==> src/rtl/fpConvPkg.sv <==
package fpConvPkg;
  localparam int WideW     = 64;
  localparam int NarrowW   = 32;
  localparam int WideExpW  = 11;
  localparam int WideFracW = 52;
  localparam int NarExpW   = 8;
  localparam int NarFracW  = 23;
  localparam int GuardW    = 7;
  localparam int FracShift = WideFracW - NarFracW;            // 29
  localparam int JamShift  = FracShift - GuardW;              // 22
  localparam int RoundExpBias = 897;                          // 1023 - 127 + 1
  localparam int RoundExpMax  = 253;
  localparam logic [WideExpW-1:0] WideExpAll = '1;
  localparam logic [NarExpW-1:0]  NarExpAll  = '1;

  typedef struct packed {
    logic capture;
    logic markValid;
  } ctrlStrobeT;
endpackage

==> src/rtl/fpConvCtrl.sv <==
module fpConvCtrl
  import fpConvPkg::*;
(
  input  logic       clk,
  input  logic       rstN,
  input  logic       inValid,
  output ctrlStrobeT strobes,
  output logic       outValid
);
  always_comb begin
    strobes.capture   = inValid;
    strobes.markValid = inValid;
  end

  always_ff @(posedge clk or negedge rstN) begin
    if (!rstN) outValid <= 1'b0;
    else       outValid <= strobes.markValid;
  end


  valid_follow_chk: assert property (@(posedge clk) disable iff (!rstN)
    inValid |=> outValid);

  valid_drop_chk: assert property (@(posedge clk) disable iff (!rstN)
    !inValid |=> !outValid);
endmodule

==> src/rtl/fpConvDatapath.sv <==
module fpConvDatapath
  import fpConvPkg::*;
(
  input  logic              clk,
  input  logic              rstN,
  input  ctrlStrobeT        strobes,
  input  logic              opSel,
  input  logic [WideW-1:0]  dataIn,
  output logic [WideW-1:0]  dataOut
);
  // ---------------- narrowing path ----------------
  logic                 nSign;
  logic [WideExpW-1:0]  nExp;
  logic [WideFracW-1:0] nFrac;
  logic [NarrowW-1:0]   sig;
  logic signed [12:0]   rExp;
  logic [12:0]          negAmt;
  logic [GuardW-1:0]    roundBits;
  logic [24:0]          rounded;
  logic [NarrowW-1:0]   narrowRes;

  always_comb begin
    nSign = dataIn[WideW-1];
    nExp  = dataIn[WideW-2 -: WideExpW];
    nFrac = dataIn[WideFracW-1:0];
    sig   = {1'b0, (nExp != '0), nFrac[WideFracW-1:JamShift]};
    sig[0] = nFrac[JamShift] | (|nFrac[JamShift-1:0]);
    rExp  = $signed({2'b00, nExp}) - 13'sd897;
    negAmt = '0;
    roundBits = '0;
    rounded = '0;
    if (nExp == WideExpAll) begin
      if (nFrac != '0) narrowRes = {nSign, NarExpAll, 1'b1, nFrac[WideFracW-2 -: 22]};
      else             narrowRes = {nSign, NarExpAll, {NarFracW{1'b0}}};
    end else if (rExp > 13'sd253 || (rExp == 13'sd253 && sig >= 32'h7FFF_FFC0)) begin
      narrowRes = {nSign, NarExpAll, {NarFracW{1'b0}}};
    end else begin
      if (rExp < 0) begin
        negAmt = 13'(-rExp);
        if (negAmt >= 13'd32) sig = {31'b0, |sig};
        else sig = (sig >> negAmt[4:0]) |
                   {31'b0, |(sig & ((32'h1 << negAmt[4:0]) - 32'h1))};
        rExp = '0;
      end
      roundBits = sig[GuardW-1:0];
      rounded   = 25'((sig + 32'h40) >> GuardW);
      if (roundBits == 7'h40) rounded[0] = 1'b0;
      if (rounded == '0) narrowRes = {nSign, 31'b0};
      else narrowRes = {nSign, 31'b0} + {1'b0, rExp[7:0], 23'b0} + {7'b0, rounded};
    end
  end

  // ---------------- widening path ----------------
  logic                 wSign;
  logic [NarExpW-1:0]   wExp;
  logic [NarFracW-1:0]  wFrac;
  logic [4:0]           lzCount;
  logic                 found;
  logic [4:0]           normShift;
  logic [23:0]          normSig;
  logic [WideW-1:0]     widenRes;

  always_comb begin
    wSign = dataIn[NarrowW-1];
    wExp  = dataIn[NarrowW-2 -: NarExpW];
    wFrac = dataIn[NarFracW-1:0];
    lzCount = '0;
    found = 1'b0;
    for (int i = NarFracW-1; i >= 0; i--) begin
      if (!found && wFrac[i]) begin
        lzCount = 5'(NarFracW-1-i);
        found = 1'b1;
      end
    end
    normShift = lzCount + 5'd1;
    normSig   = {1'b0, wFrac} << normShift;
    if (wExp == NarExpAll) begin
      if (wFrac != '0) widenRes = {wSign, WideExpAll, 1'b1, wFrac[21:0], {FracShift{1'b0}}};
      else             widenRes = {wSign, WideExpAll, {WideFracW{1'b0}}};
    end else if (wExp == '0) begin
      if (wFrac == '0) widenRes = {wSign, {(WideW-1){1'b0}}};
      else widenRes = {wSign, 11'h381 - {6'b0, normShift}, normSig[22:0], {FracShift{1'b0}}};
    end else begin
      widenRes = {wSign, {3'b000, wExp} + 11'h380, wFrac, {FracShift{1'b0}}};
    end
  end

  // ---------------- result register ----------------
  always_ff @(posedge clk or negedge rstN) begin
    if (!rstN)                dataOut <= '0;
    else if (strobes.capture) dataOut <= opSel ? widenRes : {32'b0, narrowRes};
  end


  hold_data_chk: assert property (@(posedge clk) disable iff (!rstN)
    !strobes.capture |=> $stable(dataOut));

  narrow_upper_zero_chk: assert property (@(posedge clk) disable iff (!rstN)
    (strobes.capture && !opSel) |=> (dataOut[63:32] == 32'b0));

  narrow_inf_chk: assert property (@(posedge clk) disable iff (!rstN)
    (strobes.capture && !opSel && dataIn[62:0] == 63'h7FF0_0000_0000_0000)
    |=> (dataOut[30:0] == 31'h7F80_0000 && dataOut[31] == $past(dataIn[63])));

  widen_nan_chk: assert property (@(posedge clk) disable iff (!rstN)
    (strobes.capture && opSel && dataIn[30:23] == 8'hFF && dataIn[22:0] != 23'b0)
    |=> (dataOut[62:51] == 12'hFFF));
endmodule

==> src/rtl/fpFormatConv.sv <==
module fpFormatConv
  import fpConvPkg::*;
(
  input  logic        clk,
  input  logic        rstN,
  input  logic        inValid,
  input  logic        opSel,
  input  logic [63:0] dataIn,
  output logic        outValid,
  output logic [63:0] dataOut
);
  ctrlStrobeT strobes;

  fpConvCtrl uCtrl (
    .clk      (clk),
    .rstN     (rstN),
    .inValid  (inValid),
    .strobes  (strobes),
    .outValid (outValid)
  );

  fpConvDatapath uPath (
    .clk     (clk),
    .rstN    (rstN),
    .strobes (strobes),
    .opSel   (opSel),
    .dataIn  (dataIn),
    .dataOut (dataOut)
  );
endmodule

==> config.mk <==
export PLATFORM = sky130hd
export DESIGN_NAME = fpFormatConv
export DESIGN_NICKNAME = d
export VERILOG_FILES = /design/src/rtl/fpConvPkg.sv /design/src/rtl/fpConvCtrl.sv /design/src/rtl/fpConvDatapath.sv /design/src/rtl/fpFormatConv.sv
export SDC_FILE = /design/constraint.sdc
export NUM_CORES = 1
export LEC_CHECK = 0
export ABC_AREA = 1
export BUFFER_PORTS_ARGS = -buffer_cell sky130_fd_sc_hd__buf_2
export CAP_MARGIN = 25
export CELL_PAD_IN_SITES_DETAIL_PLACEMENT = 1
export CELL_PAD_IN_SITES_GLOBAL_PLACEMENT = 1
export CORE_ASPECT_RATIO = 0.75
export CORE_MARGIN = 2
export CORE_UTILIZATION = 36
export DETAILED_ROUTE_END_ITERATION = 6
export PLACE_DENSITY_LB_ADDON = 0.2
export SLEW_MARGIN = 20
export SYNTH_ARGS = -nofsm -noshare
export SYNTH_HDL_FRONTEND = slang
export SYNTH_SLANG_ARGS = --single-unit
==> constraint.sdc <==
create_clock -name clk -period 0.8 [get_ports clk]
set_input_delay 0 -clock clk [delete_from_list [all_inputs] [get_ports clk]]
set_output_delay 0 -clock clk [all_outputs]
set_load 0.01 [all_outputs]
==> out/results.txt, run 1 <==
For the cell count after synthesis, the log shows 1810. OpenSTA, run right after detailed placement, puts the worst setup slack at -4.25 ns. Buffers inserted to repair hold after CTS numbered 2. After synthesis, the share of flip-flops with an asynchronous set or reset is 100%. Number of library cell types mapped by synthesis: 54. In the synthesized netlist the dominant register cell turns out to be sky130_fd_sc_hd__dfrtp_1. Of the synthesized area, sequential elements account for 16.4%.

The synthesized design contains 64 register bits. 133 I/O pins were placed. The run stopped with a tool error.

At the end of routability-driven placement, the weighted congestion stood at 1.05. Post-CTS repair changed the size of 481 cells. The first error in the log reads "[ERROR DPL-0033] detailed placement checks failed during check placement".

Measured along the y axis, the die boundary spans 147 um. Buffers inserted during clock tree synthesis total 9. Input and output buffers added on the ports amount to 132. Post-CTS timing repair inserted 111 buffers for setup. Summed over all nets, the half-perimeter wirelength after detailed placement is 56.8 mm. The die boundary width is 194 um. For the TritonCTS sink count, the log shows 64.

The synthesized net count was 1892; the number of enable-type register cells in the synthesized netlist was 0. The H-tree depth reported by CTS came out at 3. Clock root buffer: sky130_fd_sc_hd__clkbuf_16.

The logs give 0.00978 mm2 for the cell area after synthesis and 2 for the maximum count of clock buffers along a single path. The initial utilization of the core area, before any placement, comes to 36.4%. Number of cell rows: 52.

The tools report the count of placed standard cells including taps as 2778. It got as far as clock tree synthesis (4_1_cts) and failed there. The post-synthesis average cell area is 5.40 um2, and the number of warnings printed during yosys synthesis is 0.
[synthesized netlist by cell type, types with 11 or more instances]
master | instances | area, um2
sky130_fd_sc_hd__o21ai_1 | 11 | 55.1
sky130_fd_sc_hd__nand2_2 | 23 | 144
sky130_fd_sc_hd__nor4_1 | 16 | 100
sky130_fd_sc_hd__dfrtp_1 | 64 | 1600
sky130_fd_sc_hd__nand3_1 | 148 | 741
sky130_fd_sc_hd__ha_1 | 13 | 163
sky130_fd_sc_hd__nor3_1 | 23 | 115
sky130_fd_sc_hd__nand4_1 | 37 | 231
sky130_fd_sc_hd__nor2_2 | 13 | 81.3
sky130_fd_sc_hd__o21ai_0 | 187 | 936
sky130_fd_sc_hd__a21oi_1 | 31 | 155
sky130_fd_sc_hd__buf_2 | 25 | 125
sky130_fd_sc_hd__nand2_1 | 661 | 2480
sky130_fd_sc_hd__o211ai_1 | 24 | 180
sky130_fd_sc_hd__clkbuf_1 | 36 | 135
sky130_fd_sc_hd__inv_1 | 161 | 604
sky130_fd_sc_hd__nor2_1 | 188 | 706
[cell families after synthesis]
family                   share of synthesized area, %
XOR/XNOR                                         1.15
AND/OR/NAND/NOR                                  50.7
flip-flops                                       16.4
AO/OA/AOI/OAI                                    18.8
multiplexers                                    0.512
adder cells (fa/ha/maj)                          1.87
buffers and inverters                            10.6
[stage by stage]
| step | utilization, % | area, um2 |
|---|---|---|
| 3_3_place_gp | 56.9 | 15300 |
| 3_5_place_dp | 56.9 | 15300 |
| 2_1_floorplan | - | 10300 |
==> run 2, diff against run 1 <==
--- a/config.mk
+++ b/config.mk
@@ -8,13 +8,10 @@
 export ABC_AREA = 1
 export BUFFER_PORTS_ARGS = -buffer_cell sky130_fd_sc_hd__buf_2
 export CAP_MARGIN = 25
-export CELL_PAD_IN_SITES_DETAIL_PLACEMENT = 1
-export CELL_PAD_IN_SITES_GLOBAL_PLACEMENT = 1
-export CORE_ASPECT_RATIO = 0.75
 export CORE_MARGIN = 2
-export CORE_UTILIZATION = 36
+export CORE_UTILIZATION = 25
 export DETAILED_ROUTE_END_ITERATION = 6
-export PLACE_DENSITY_LB_ADDON = 0.2
+export PLACE_DENSITY_LB_ADDON = 0.15
 export SLEW_MARGIN = 20
 export SYNTH_ARGS = -nofsm -noshare
 export SYNTH_HDL_FRONTEND = slang
==> constraint.sdc (replaced) <==
create_clock -name clk -period 1.04 [get_ports clk]
set_input_delay 0 -clock clk [delete_from_list [all_inputs] [get_ports clk]]
set_output_delay 0 -clock clk [all_outputs]
set_load 0.01 [all_outputs]
==> out/results.txt, run 2 <==
The logs give 0.00978 mm2 (unchanged) for the cell area after synthesis and 56.2 mm for the routed wire length. The count of nets left with antenna violations once routing finished came out at 0. The run gives 43.8 mm (-23%) as the HPWL after detailed placement. Tightest slew margin relative to the limit: 53.4%. The kind of path behind the tightest hold check was in -> reg. The number of buffer cells added on primary ports came out at 132 (unchanged).

Across the routed clock network, the largest skew measured is 0 ns. At the later pin of the worst-skew pair, clock insertion delay measures 0.36 ns. The logs give 15.2k for the count of vias placed by the detailed router and 0.0407 mm2 for the area enclosed by the die boundary. The least setup slack across all paths after layout is -3.08 ns. Launch point of the critical path: dataIn[53].

For the total met2 wirelength after detailed routing, the log shows 27.5 mm. The library cell with the largest summed area after synthesis is sky130_fd_sc_hd__nand2_1. In this run the clock root is driven by a sky130_fd_sc_hd__clkbuf_16.

The top cell types in the final layout, fill and taps aside, are sky130_fd_sc_hd__buf_4, sky130_fd_sc_hd__nand2_1, sky130_fd_sc_hd__inv_1. Based on the critical path, the design can be clocked at up to 243 MHz. The flow ran to the end, but the final reports show violations.

The tools report the number of max-slew violations in the final report as 0. Global routing consumed, over all layers together, 26.4% of the routing resources. The H-tree depth reported by CTS is 3 (unchanged). The tools report the I/O pin count as 133 (unchanged). Library cell appearing most often on the critical path: sky130_fd_sc_hd__nor2_4. The ratio of total power to cell area works out to 815 mW/mm2.

In the post-synthesis netlist, the biggest area contributors are sky130_fd_sc_hd__nand2_1, sky130_fd_sc_hd__dfrtp_1, sky130_fd_sc_hd__o21ai_0. The setup total negative slack was -112.35 ns; the pre-CTS setup slack was -3.60 ns (+0.649 ns). Number of cell rows: 72 (+38%). The die boundary width works out to 202 um (+3.8%). The TritonCTS sink count is 64 (unchanged).

STA puts the critical path data required time at 1.32 ns. The routed design uses 2.31 mm of met3 wire. The count of TritonRoute iterations in the first routing pass was 7. The clock transition at the register clock pins on the worst setup and hold paths after CTS came out at 0.06 ns.

The worst setup path is of the in -> reg kind. The analysis attributes to cell leakage a power of 9.66 nW. On the worst path, the slowest cell contributes a delay of 0.36 ns. Entering global routing, the biggest net connects 65 pins. The routability congestion estimate from global placement came out at 0.982 (-6.3%).

Share of async-settable or async-resettable flops after synthesis: 100% (unchanged). For this block, wires on met1 add up to 23.9 mm. Area share of the largest cell type after synthesis: 25.4% (unchanged). The run gives 0.0190 mm2 as the final instance area. The share of post-route cells with drive strength above 1 is 50.9%. The post-synthesis average cell area was 5.40 um2 (unchanged). In the final layout, the registers with the most flip-flops are uPath.dataOut (63), uCtrl.outValid (1). In the final design database the tool counted 2627 nets. The run gives 2922 (+5.2%) as the count of placed standard cells including taps. Setup repair after global routing could not meet its margin everywhere.

Using the TritonRoute via totals, the vias-per-cell ratio works out to 4.95. The checks that failed: negative setup slack. The number of enable-type register cells in the synthesized netlist works out to 0 (unchanged).

Count of cells along the worst register-to-register path: 1. The die extent in y was 202 um (+38%). The most common cell after layout, fill and taps aside was sky130_fd_sc_hd__buf_4.

The detailed router finished its first iteration with 1005 violations. The maximum net fanout on the critical path is 7, and the number of warnings printed during yosys synthesis is 0 (unchanged). The run gives 16.4% (unchanged) as the share of synthesized area occupied by flip-flops and latches. The register ranked first by flip-flop count was uPath.dataOut. The tools report the number of hold violations in the final report as 0. The post-place instance area is 0.0152 mm2 (-0.30%), and the flip-flop and latch count after synthesis is 64 (unchanged). Synthesized net count: 1892 (unchanged). The tools report the starting utilization of the core area as 25.3% (-11 points). TritonCTS built the clock tree. In this run the critical register-to-register path is captured at uPath.dataOut[27]$_DFFE_PN0P_.

The number of antenna diodes is 0, and the count of final setup violators is 60. After layout, the minimum clock period comes to 4.12 ns. The initial antenna violation count is 0, and the final cycle utilization of the critical path is 396%. The slowest cell on the critical path was sky130_fd_sc_hd__fa_2. The logs give 14.9k for the number of global-route vias before repair and 0.866 mV for the worst supply voltage drop on vdd. In the synthesized netlist, the cells that appear most often are sky130_fd_sc_hd__nand2_1, sky130_fd_sc_hd__nor2_1, sky130_fd_sc_hd__o21ai_0. For the cell count after synthesis, the log shows 1810 (unchanged). Type of element capturing the critical path: a register. At the pin with the least slew margin, the transition time is 0.699 ns. The completed layout was analyzed and its total power is 15.5 mW. Max-cap violations in this run came to 0. Number of flip-flops under the largest register name: 63.

The run gives 0 as the residual overflow from global routing. The highest layer touched by signal routing is met4. The core region is 0.0386 mm2.

The first global-routing pass estimated 83.5 mm of wire. From synthesis to final layout, the design area changed by 94.1%. The tools report the launch point of the worst reg-to-reg path as uPath.dataOut[27]$_DFFE_PN0P_. The run gives 54 (unchanged) as the number of library cell types mapped by synthesis.

The most used flip-flop cell after synthesis is sky130_fd_sc_hd__dfrtp_1. The tools report the internal reg-to-reg setup slack as 0.29 ns. After detailed routing, the average wire length per cell comes to 18.3 um. By instance count, the leading cell after synthesis is sky130_fd_sc_hd__nand2_1.

The post-layout instance count excluding filler cells is 3068. End point of the critical path: uPath.dataOut[31]$_DFFE_PN0P_. For the number of buffers created by CTS, the log shows 9 (unchanged). The tools report the critical path launch point type as an input pin. The logs give 4.40 ns for the arrival time of the worst setup path and 2 (unchanged) for the maximum count of clock buffers along a single path. The remaining design rule violation count came out at 0.
[run 2: report_power, final]
group / leakage [nW] / internal (mW) / total (mW) / switching, mW
sequential: 0.841 / 2.67 / 2.79 / 0.117
clock: 0.155 / 2.17 / 3.45 / 1.28
combinational: 8.67 / 4.14 / 9.24 / 5.10
total: 9.66 / 8.97 / 15.5 / 6.50
[run 2: worst min-delay path by stage]
stage,start,endpoint,slack (ns),depth (start not counted)
6_report,inValid,uCtrl.outValid$_DFF_PN0_,0.02,2
2_1_floorplan,rstN,uCtrl.outValid$_DFF_PN0_,-0.30,0
4_1_cts,inValid,uCtrl.outValid$_DFF_PN0_,0.005,2
5_1_grt,inValid,uCtrl.outValid$_DFF_PN0_,0.03,2
3_3_place_gp,rstN,uPath.dataOut[4]$_DFFE_PN0P_,0.04,2
3_5_place_dp,rstN,uPath.dataOut[12]$_DFFE_PN0P_,0.05,2
[run 2: routing by layer]
layer	up-vias	global-route usage (%)
li1	7432	-
met1	7172	33.1
met2	442	47.3
met3	142	2.10
met4	0	9.74
met5	-	0
[run 2: repair_timing]
item / CTS / global route
pin swaps: 134 / 131
endpoints found under the setup margin: 61 / 61
gates cloned: 5 / 1
gates resized for setup: 380 / 297
setup buffers: 102 / 51
hold buffers: 2 / 0
hold endpoints to repair: 65 / 0
[run 2: cell type report]
class | count | area (um2)
flip-flops and latches | 64 | 1600
inverters | 174 | 732
clock inverters | 6 | 92.6
fillers | 3937 | 19700
clock buffers | 10 | 239
repair buffers | 799 | 6370
well taps | 518 | 648
repair inverters | 1 | 8.76
multi-input cells | 1496 | 9280
[run 2: worst max-delay path, delay by kind of cell]
kind | cells | cell delay (ns)
AOI/OAI and AO/OA | 3 | 0.38
xor gates and xnor gates | 1 | 0.08
adders and majority gates | 4 | 0.89
buffers and inverters | 9 | 0.83
and+or+nand+nor | 18 | 2.20
[run 2: logic make-up after synthesis]
logic type      share of synthesized area [%]
compound gates                           18.8
xor+xnor                                 1.15
fa+ha+maj                                1.87
buf+inv                                  10.6
flops                                    16.4
mux                                     0.512
simple gates                             50.7
[run 2: through the flow]
| stage | util (%) | hold slack, ns |
|---|---|---|
| floorplan | - | -0.296 |
| global placement | 39.4 | 0.0417 |
| detailed placement | 39.4 | 0.0451 |
| CTS | 45.6 | 0.00520 |
| global route | 49.1 | 0.0271 |
| finish | 49.1 | 0.0244 |
No activity file was read; power rests on OpenSTA's default activity.
==> run 3, diff against run 2 <==
==> constraint.sdc (replaced) <==
create_clock -name clk -period 3.4 [get_ports clk]
set_input_delay 0 -clock clk [delete_from_list [all_inputs] [get_ports clk]]
set_output_delay 0 -clock clk [all_outputs]
set_load 0.01 [all_outputs]
==> out/results.txt, run 3 (synthesized netlist as in run 2, its figures left out) <==
The flow ran to the end, but the final reports show violations. The checks that failed: negative setup slack. TritonCTS built the clock tree.

The run gives 0 (unchanged) as the residual overflow from global routing. Setup repair after global routing could not meet its margin everywhere. The number of antenna diodes is 0 (unchanged). The number of nets in the layout is 2421 (-7.8%), and the number of cell rows is 72 (unchanged). The worst-margin pin slew works out to 0.963 ns (+0.264 ns).

The filler cell count in the final layout was 4330 (+10%); the delay of the slowest critical-path stage was 0.27 ns (-0.09 ns). Worst hold path cell count: 3 (+1). The library cells used most frequently in the layout, excluding fill and tap cells, are sky130_fd_sc_hd__nand2_1, sky130_fd_sc_hd__buf_4, sky130_fd_sc_hd__o21ai_0.

The required time reported for the critical path endpoint came out at 3.69 ns (+2.37 ns). The clock root buffer was sky130_fd_sc_hd__clkbuf_16. The count of vias placed by the detailed router was 14.1k (-7.1%); the maximum net fanout on the critical path was 5 (-2). Ratio of total power to cell area: 276 mW/mm2 (-66%). The tools report the post-route clock skew as 0 ns (unchanged). The maximum number of pins on one net before global-route repair is 65 (unchanged). For the final hold slack, the log shows 0.0354 ns (+0.0109 ns).

The slowest stage of the critical path is the sky130_fd_sc_hd__ha_4 cell. The number of buffer cells added on primary ports is 132 (unchanged). Leaving out fill and tap cells, the most frequent cell in the layout is sky130_fd_sc_hd__nand2_1. The starting utilization of the core area was 25.3% (unchanged). The worst-skew pair later-pin latency was 0.35 ns (about the same); the combined buffer and inverter count along the critical path was 15 (+6). The routability congestion estimate from global placement came out at 0.961 (-2.2%). The die boundary width came out at 202 um (unchanged). The number of vias per cell after detailed routing came out at 4.93 (-0.45%). The kind of cell adding the most delay to the critical path was buffers and inverters.

The most numerous cell type found on the critical path is sky130_fd_sc_hd__buf_4. The number of buffers created by CTS is 9 (unchanged). The pre-CTS setup slack was -1.23 ns (+2.36 ns); the share of post-route cells with drive strength above 1 was 33.1% (-18 points).

The routed wire length was 51.0 mm (-9.2%); the number of maximum-capacitance constraint violations was 0 (unchanged). The worst setup path is captured at a register. The number of flip-flops under the largest register name was 63 (unchanged); the clock period minus worst slack was 4.02 ns. The kind of path behind the tightest hold check was in -> reg. The register with the most flip-flops in the final layout is uPath.dataOut. The maximum count of clock buffers along a single path was 2 (unchanged); the placeable core area was 0.0386 mm2 (unchanged). The count of final setup violators is 11 (-82%), and the number of hold violations in the final report is 0 (unchanged). The final routed wire length divided by cell count is 17.8 um (-2.7%). The die extent in y is 202 um (unchanged), and the initial antenna violation count is 0 (unchanged). The logs give 2862 (-6.7%) for the post-layout instance count excluding filler cells and 0.00160 mm2 (unchanged) for the register area. The number of global-route vias before repair is 13.9k (-7.0%).

HPWL after detailed placement: 42.7 mm (-2.7%). Worst supply voltage drop on vdd: 0.261 mV (-70%). For the leakage power, the log shows 8.07 nW (-16%).

The start-to-end type of the worst setup path is in -> reg. The run gives 133 (unchanged) as the I/O pin count. The logs give -0.623 ns (+2.46 ns) for the least setup slack across all paths after layout and 24.9% (-1.5 points) for the total routing usage reported by global routing. The relative area change from synthesis to final layout was 56.6%; the arrival time of the worst setup path was 4.31 ns (-0.09 ns). The count of TritonRoute iterations in the first routing pass is 6 (-1), and the overall power is 4.23 mW (-73%).

STA classifies the critical path startpoint as an input pin. The tightest slew margin relative to the limit was 35.6% (-18 points). The first-pass GRT wire length came out at 79.2 mm (-5.2%).

The area enclosed by the die boundary was 0.0407 mm2 (unchanged). The TritonCTS sink count is 64 (unchanged), and the final cycle utilization of the critical path is 118%. The tools report the H-tree depth reported by CTS as 3 (unchanged). The path length in cells of the critical path was 41 (+17%). The run gives 908 (-9.7%) as the count of routing violations after the opening detailed-route iteration.

Area of combinational cells with multiple inputs: 0.00760 mm2 (-18%). Count of placed standard cells including taps: 2801 (-4.1%). The largest registers in the layout are uPath.dataOut (63), uCtrl.outValid (1).

The number of nets with antenna violations after detailed routing was 0 (unchanged). Derived from the worst setup path, the maximum achievable clock frequency is 249 MHz. The clock transition at the register clock pins on the worst setup and hold paths after CTS is 0.06 ns (about the same), and the number of max-slew violations in the final report is 0 (unchanged). The count of cells along the worst register-to-register path was 1 (unchanged); the remaining design rule violation count was 0 (unchanged).
-- run 3: cell types whose count changed in the layout (fill, tap and decap cells not counted), moves of 26 or more --
cell / delta
sky130_fd_sc_hd__nand2_1: +113
sky130_fd_sc_hd__buf_4: -118
sky130_fd_sc_hd__nand3_2: -26
sky130_fd_sc_hd__nand2_4: -43
sky130_fd_sc_hd__buf_6: -87
sky130_fd_sc_hd__nand2_2: -67
sky130_fd_sc_hd__nor2_1: +44
sky130_fd_sc_hd__o21ai_2: -43
sky130_fd_sc_hd__o21ai_1: -34
sky130_fd_sc_hd__nor2_4: -28
sky130_fd_sc_hd__nand3_1: +32
sky130_fd_sc_hd__o21ai_0: +92
-- run 3: metrics by stage --
| stage | area, um2 | utilization [%] | setup TNS, ns |
|---|---|---|---|
| after detailed placement | 14000 | 36.3 | -12.07 |
| after global placement | 14000 | 36.3 | -11.92 |
| after global routing | 15300 | 39.6 | -8.31 |
| after CTS | 15000 | 38.9 | -4.49 |
| after floorplan | 9880 | - | -2.30 |
| final | 15300 | 39.6 | -5.52 |
-- run 3: worst paths after layout --
check / start / to / slack (ns)
max in group asynchronous: rstN / uPath.dataOut[14]$_DFFE_PN0P_ / 2.44
worst min register to register: uPath.dataOut[23]$_DFFE_PN0P_ / uPath.dataOut[23]$_DFFE_PN0P_ / 0.47
worst max register to register: uPath.dataOut[57]$_DFFE_PN0P_ / uPath.dataOut[57]$_DFFE_PN0P_ / 2.64
worst max-delay path: dataIn[53] / uPath.dataOut[25]$_DFFE_PN0P_ / -0.62
min in group asynchronous: rstN / uPath.dataOut[35]$_DFFE_PN0P_ / 0.12
worst min-delay path: dataIn[7] / uPath.dataOut[36]$_DFFE_PN0P_ / 0.04
-- run 3: layout make-up --
class	count	share of cell area (%)
multi-input cells	1496	49.6
flip-flops and latches	64	10.5
inverters	174	4.40
clock buffers	10	1.56
repair buffers	594	28.8
well taps	518	4.23
clock inverters	6	0.899
-- run 3: metal layers --
metal	track usage, %	vias to the layer above	share of wire [%]
met5	0	-	0
met1	35.3	6592	48
met3	1.81	63	4.8
met4	7.30	0	2.4
met2	40.6	429	45
li1	-	7021	-
-- run 3: what timing repair did --
action	4_1_cts	5_1_grt
endpoints found under the setup margin	10	28
pin swaps	20	14
setup buffers	31	7
gates resized for setup	78	65
hold buffers	4	0
endpoints found under the hold margin	46	0
cloned	3	1
-- run 3: report_power, final --
group | total, mW | internal [mW] | leakage (nW) | switching, mW
clock | 1.19 | 0.815 | 0.184 | 0.374
combinational | 2.19 | 0.909 | 7.05 | 1.28
sequential | 0.851 | 0.816 | 0.841 | 0.0348
total | 4.23 | 2.54 | 8.07 | 1.69
==> run 4, diff against run 3 <==
==> constraint.sdc (replaced) <==
create_clock -name clk -period 3.4 [get_ports clk]
set_input_delay 0.51 -clock clk [delete_from_list [all_inputs] [get_ports clk]]
set_output_delay 0.51 -clock clk [all_outputs]
set_load 0.01 [all_outputs]
==> out/results.txt, run 4 (synthesized netlist as in run 2, its figures left out) <==
The worst supply voltage drop on vdd is 0.217 mV (-17%), and the number of cell rows is 72 (unchanged). The number of nets with antenna violations after detailed routing was 0 (unchanged); the clock transition at the register clock pins on the worst setup and hold paths after CTS was 0.06 ns (about the same). The die extent in y works out to 202 um (unchanged). Worst-margin pin slew: 0.799 ns (-0.165 ns). First-pass GRT wire length: 82.2 mm (+3.8%). The HPWL after detailed placement was 43.4 mm (+1.8%).

The number of buffers created by CTS was 9 (unchanged). For the overall power, the log shows 4.27 mW (+0.95%). The area of combinational cells with multiple inputs came out at 0.00854 mm2 (+12%). The post-layout instance count excluding filler cells was 3014 (+5.3%). Die boundary width: 202 um (unchanged).

The most common cell after layout, fill and taps aside was sky130_fd_sc_hd__nand2_1. The largest registers in the layout are uPath.dataOut (63), uCtrl.outValid (1). The run gives 5 (-1) as the count of TritonRoute iterations in the first routing pass.

The delay of the slowest critical-path stage was 0.24 ns (-0.03 ns); the area enclosed by the die boundary was 0.0407 mm2 (unchanged). The number of flip-flops under the largest register name was 63 (unchanged). The number of buffer cells added on primary ports was 132 (unchanged); the post-route core utilization was 45.4% (+5.7 points). The final routed wire length divided by cell count is 17.9 um (+0.18%). The maximum net fanout on the critical path works out to 7 (+2). The run gives 19.9% (-0.2 points) as the part of the power in registers.

The logs give 4109 (-5.1%) for the filler cell count in the final layout and 14.3k (+2.7%) for the number of global-route vias before repair. The routed wire length was 53.8 mm (+5.5%). The share of post-route cells with drive strength above 1 is 44.8% (+12 points).

The flow ran to the end, but the final reports show violations. The logs give 0.0386 mm2 (unchanged) for the placeable core area and 0 (unchanged) for the number of maximum-capacitance constraint violations. STA classifies the critical path endpoint as a register. For the number of nets in the layout, the log shows 2573 (+6.3%). Setup repair after global routing could not meet its margin everywhere.

The tools report the number of hold violations in the final report as 0 (unchanged). The fmax was 214 MHz (-14%). The logs give 0 ns (unchanged) for the post-route clock skew and 2 (unchanged) for the maximum count of clock buffers along a single path. The logs give 14.7k (+4.4%) for the count of vias placed by the detailed router and 25.9% (+0.93 points) for the total routing usage reported by global routing. The worst-skew pair later-pin latency was 0.35 ns (about the same). STA classifies the critical path startpoint as an input pin. The run gives 0 (unchanged) as the number of antenna diodes. The TritonCTS sink count came out at 64 (unchanged). The I/O pin count came out at 133 (unchanged). The final cycle utilization of the critical path is 137% (+19 points), and the leakage power is 9.13 nW (+13%).

The ratio of total power to cell area was 244 mW/mm2 (-12%). The number of vias per cell after detailed routing came out at 4.89 (-0.86%). The tools report the count of final setup violators as 24 (+13).

The checks that failed: negative setup slack. The fraction of power spent switching nets was 43.1% (+3.1 points). The logs give 3 (unchanged) for the H-tree depth reported by CTS and 0 (unchanged) for the remaining design rule violation count. The logs give 0 (unchanged) for the initial antenna violation count and 59.3% (+7.5 points) for the portion of total power attributed to combinational logic. The number of max-slew violations in the final report came out at 0 (unchanged). Library cell appearing most often on the critical path: sky130_fd_sc_hd__buf_4. TritonCTS built the clock tree. The relative area change from synthesis to final layout is 79.3%, and the maximum number of pins on one net before global-route repair is 65 (unchanged). The tools report the least setup slack across all paths after layout as -1.27 ns (-0.647 ns). The clock period minus worst slack came out at 4.67 ns (+0.647 ns). The tools report the cell-internal power as 2.43 mW (-4.3%). The final instance area is 0.0175 mm2 (+14%). The count of placed standard cells including taps came out at 2889 (+3.1%). The tree is rooted in a sky130_fd_sc_hd__clkbuf_16. For the post-place instance area, the log shows 0.0147 mm2 (+4.7%). The run gives 0.948 (-1.4%) as the routability congestion estimate from global placement. In the layout the commonest cells are sky130_fd_sc_hd__nand2_1, sky130_fd_sc_hd__buf_4, sky130_fd_sc_hd__inv_1. The required time reported for the critical path endpoint is 3.64 ns (-0.05 ns). For the clock group share of total power, the log shows 20.7% (-7.4 points). Switching power: 1.84 mW (+8.8%).

Register ranked first by flip-flop count: uPath.dataOut. The slowest cell on the critical path is sky130_fd_sc_hd__o21ai_1. The residual overflow from global routing is 0 (unchanged), and the starting utilization of the core area is 25.3% (unchanged).

The min-delay analysis places its worst path in the category in -> async. The arrival time of the worst setup path is 4.92 ns (+0.61 ns). For the cts-stage hold buffer count, the log shows 0 (-4).

The count of routing violations after the opening detailed-route iteration is 968 (+6.6%). For the tightest slew margin relative to the limit, the log shows 46.8% (+11 points). By startpoint and endpoint, the worst setup path is classified as in -> reg. For the register area, the log shows 0.00160 mm2 (unchanged).
-- run 4: changes by cell type in the layout (fill, tap and decap cells not counted), moves of 15 or more --
cell and delta:
sky130_fd_sc_hd__o21ai_1 +15, sky130_fd_sc_hd__nor2_1 -41, sky130_fd_sc_hd__buf_4 +105, sky130_fd_sc_hd__nand2_4 +28, sky130_fd_sc_hd__o21ai_0 -39, sky130_fd_sc_hd__buf_6 +42
sky130_fd_sc_hd__o21ai_2 +22, sky130_fd_sc_hd__nor2_2 +24, sky130_fd_sc_hd__nand2_2 +53, sky130_fd_sc_hd__nand2_1 -83, sky130_fd_sc_hd__nor2_4 +17
-- run 4: repair_timing --
action	in CTS	in global routing
setup endpoints to repair	38	56
pin swaps	100	107
buffers inserted	104	33
gates cloned	1	1
resized for setup	254	244
-- run 4: worst max-delay path, delay by kind of cell --
family          cells  cell delay (ns)
compound gates      3             0.52
mux                 1             0.13
buf+inv            20             1.96
fa+ha+maj           2             0.32
simple gates       16             1.45
-- run 4: worst paths after layout --
kind,from,endpoint,slack [ns],cells past startpoint
hold reg to reg,uPath.dataOut[7]$_DFFE_PN0P_,uPath.dataOut[7]$_DFFE_PN0P_,0.46,2
setup / recovery,dataIn[53],uPath.dataOut[23]$_DFFE_PN0P_,-1.27,42
hold / removal,rstN,uPath.dataOut[50]$_DFFE_PN0P_,0.24,1
max in group asynchronous,rstN,uPath.dataOut[20]$_DFFE_PN0P_,2.50,2
min in group clk,uPath.dataOut[7]$_DFFE_PN0P_,uPath.dataOut[7]$_DFFE_PN0P_,0.46,2
setup reg to reg,uPath.dataOut[27]$_DFFE_PN0P_,uPath.dataOut[27]$_DFFE_PN0P_,2.64,1
-- run 4: metal layers --
metal | vias up | wire [um] | global-route usage [%]
li1 | 7330 | - | -
met4 | 2 | 1240 | 6.93
met1 | 6884 | 25000 | 35.8
met5 | - | 36 | 0.714
met2 | 451 | 25000 | 43.2
met3 | 60 | 2490 | 2.06
-- run 4: through the flow --
| stage | setup TNS, ns | worst slack [ns] | hold slack (ns) |
|---|---|---|---|
| after floorplan | -6.57 | -1.20 | 0.214 |
| after detailed placement | -33.25 | -1.72 | 0.463 |
| after CTS | -15.46 | -1.19 | 0.254 |
| after global placement | -32.36 | -1.65 | 0.461 |
| after global routing | -22.02 | -1.53 | 0.295 |
| final | -15.21 | -1.27 | 0.239 |
-- run 4: area by class of cell --
type | count | area share, %
Inverter | 174 | 3.92
Tap cell | 518 | 3.70
Multi-Input combinational cell | 1496 | 48.7
Sequential cell | 64 | 9.13
Clock buffer | 9 | 1.28
Timing Repair Buffer | 746 | 32.9
Clock inverter | 7 | 0.314
-- run 4: power groups by stage --
stage	sequential [mW]	clock (mW)	combinational (mW)
after floorplan	0.884	0	0.994
after global placement	0.865	0	2.15
after detailed placement	0.865	0	2.14
after CTS	0.852	0.917	2.37
after global routing	0.858	0.944	2.75
final	0.852	0.885	2.53
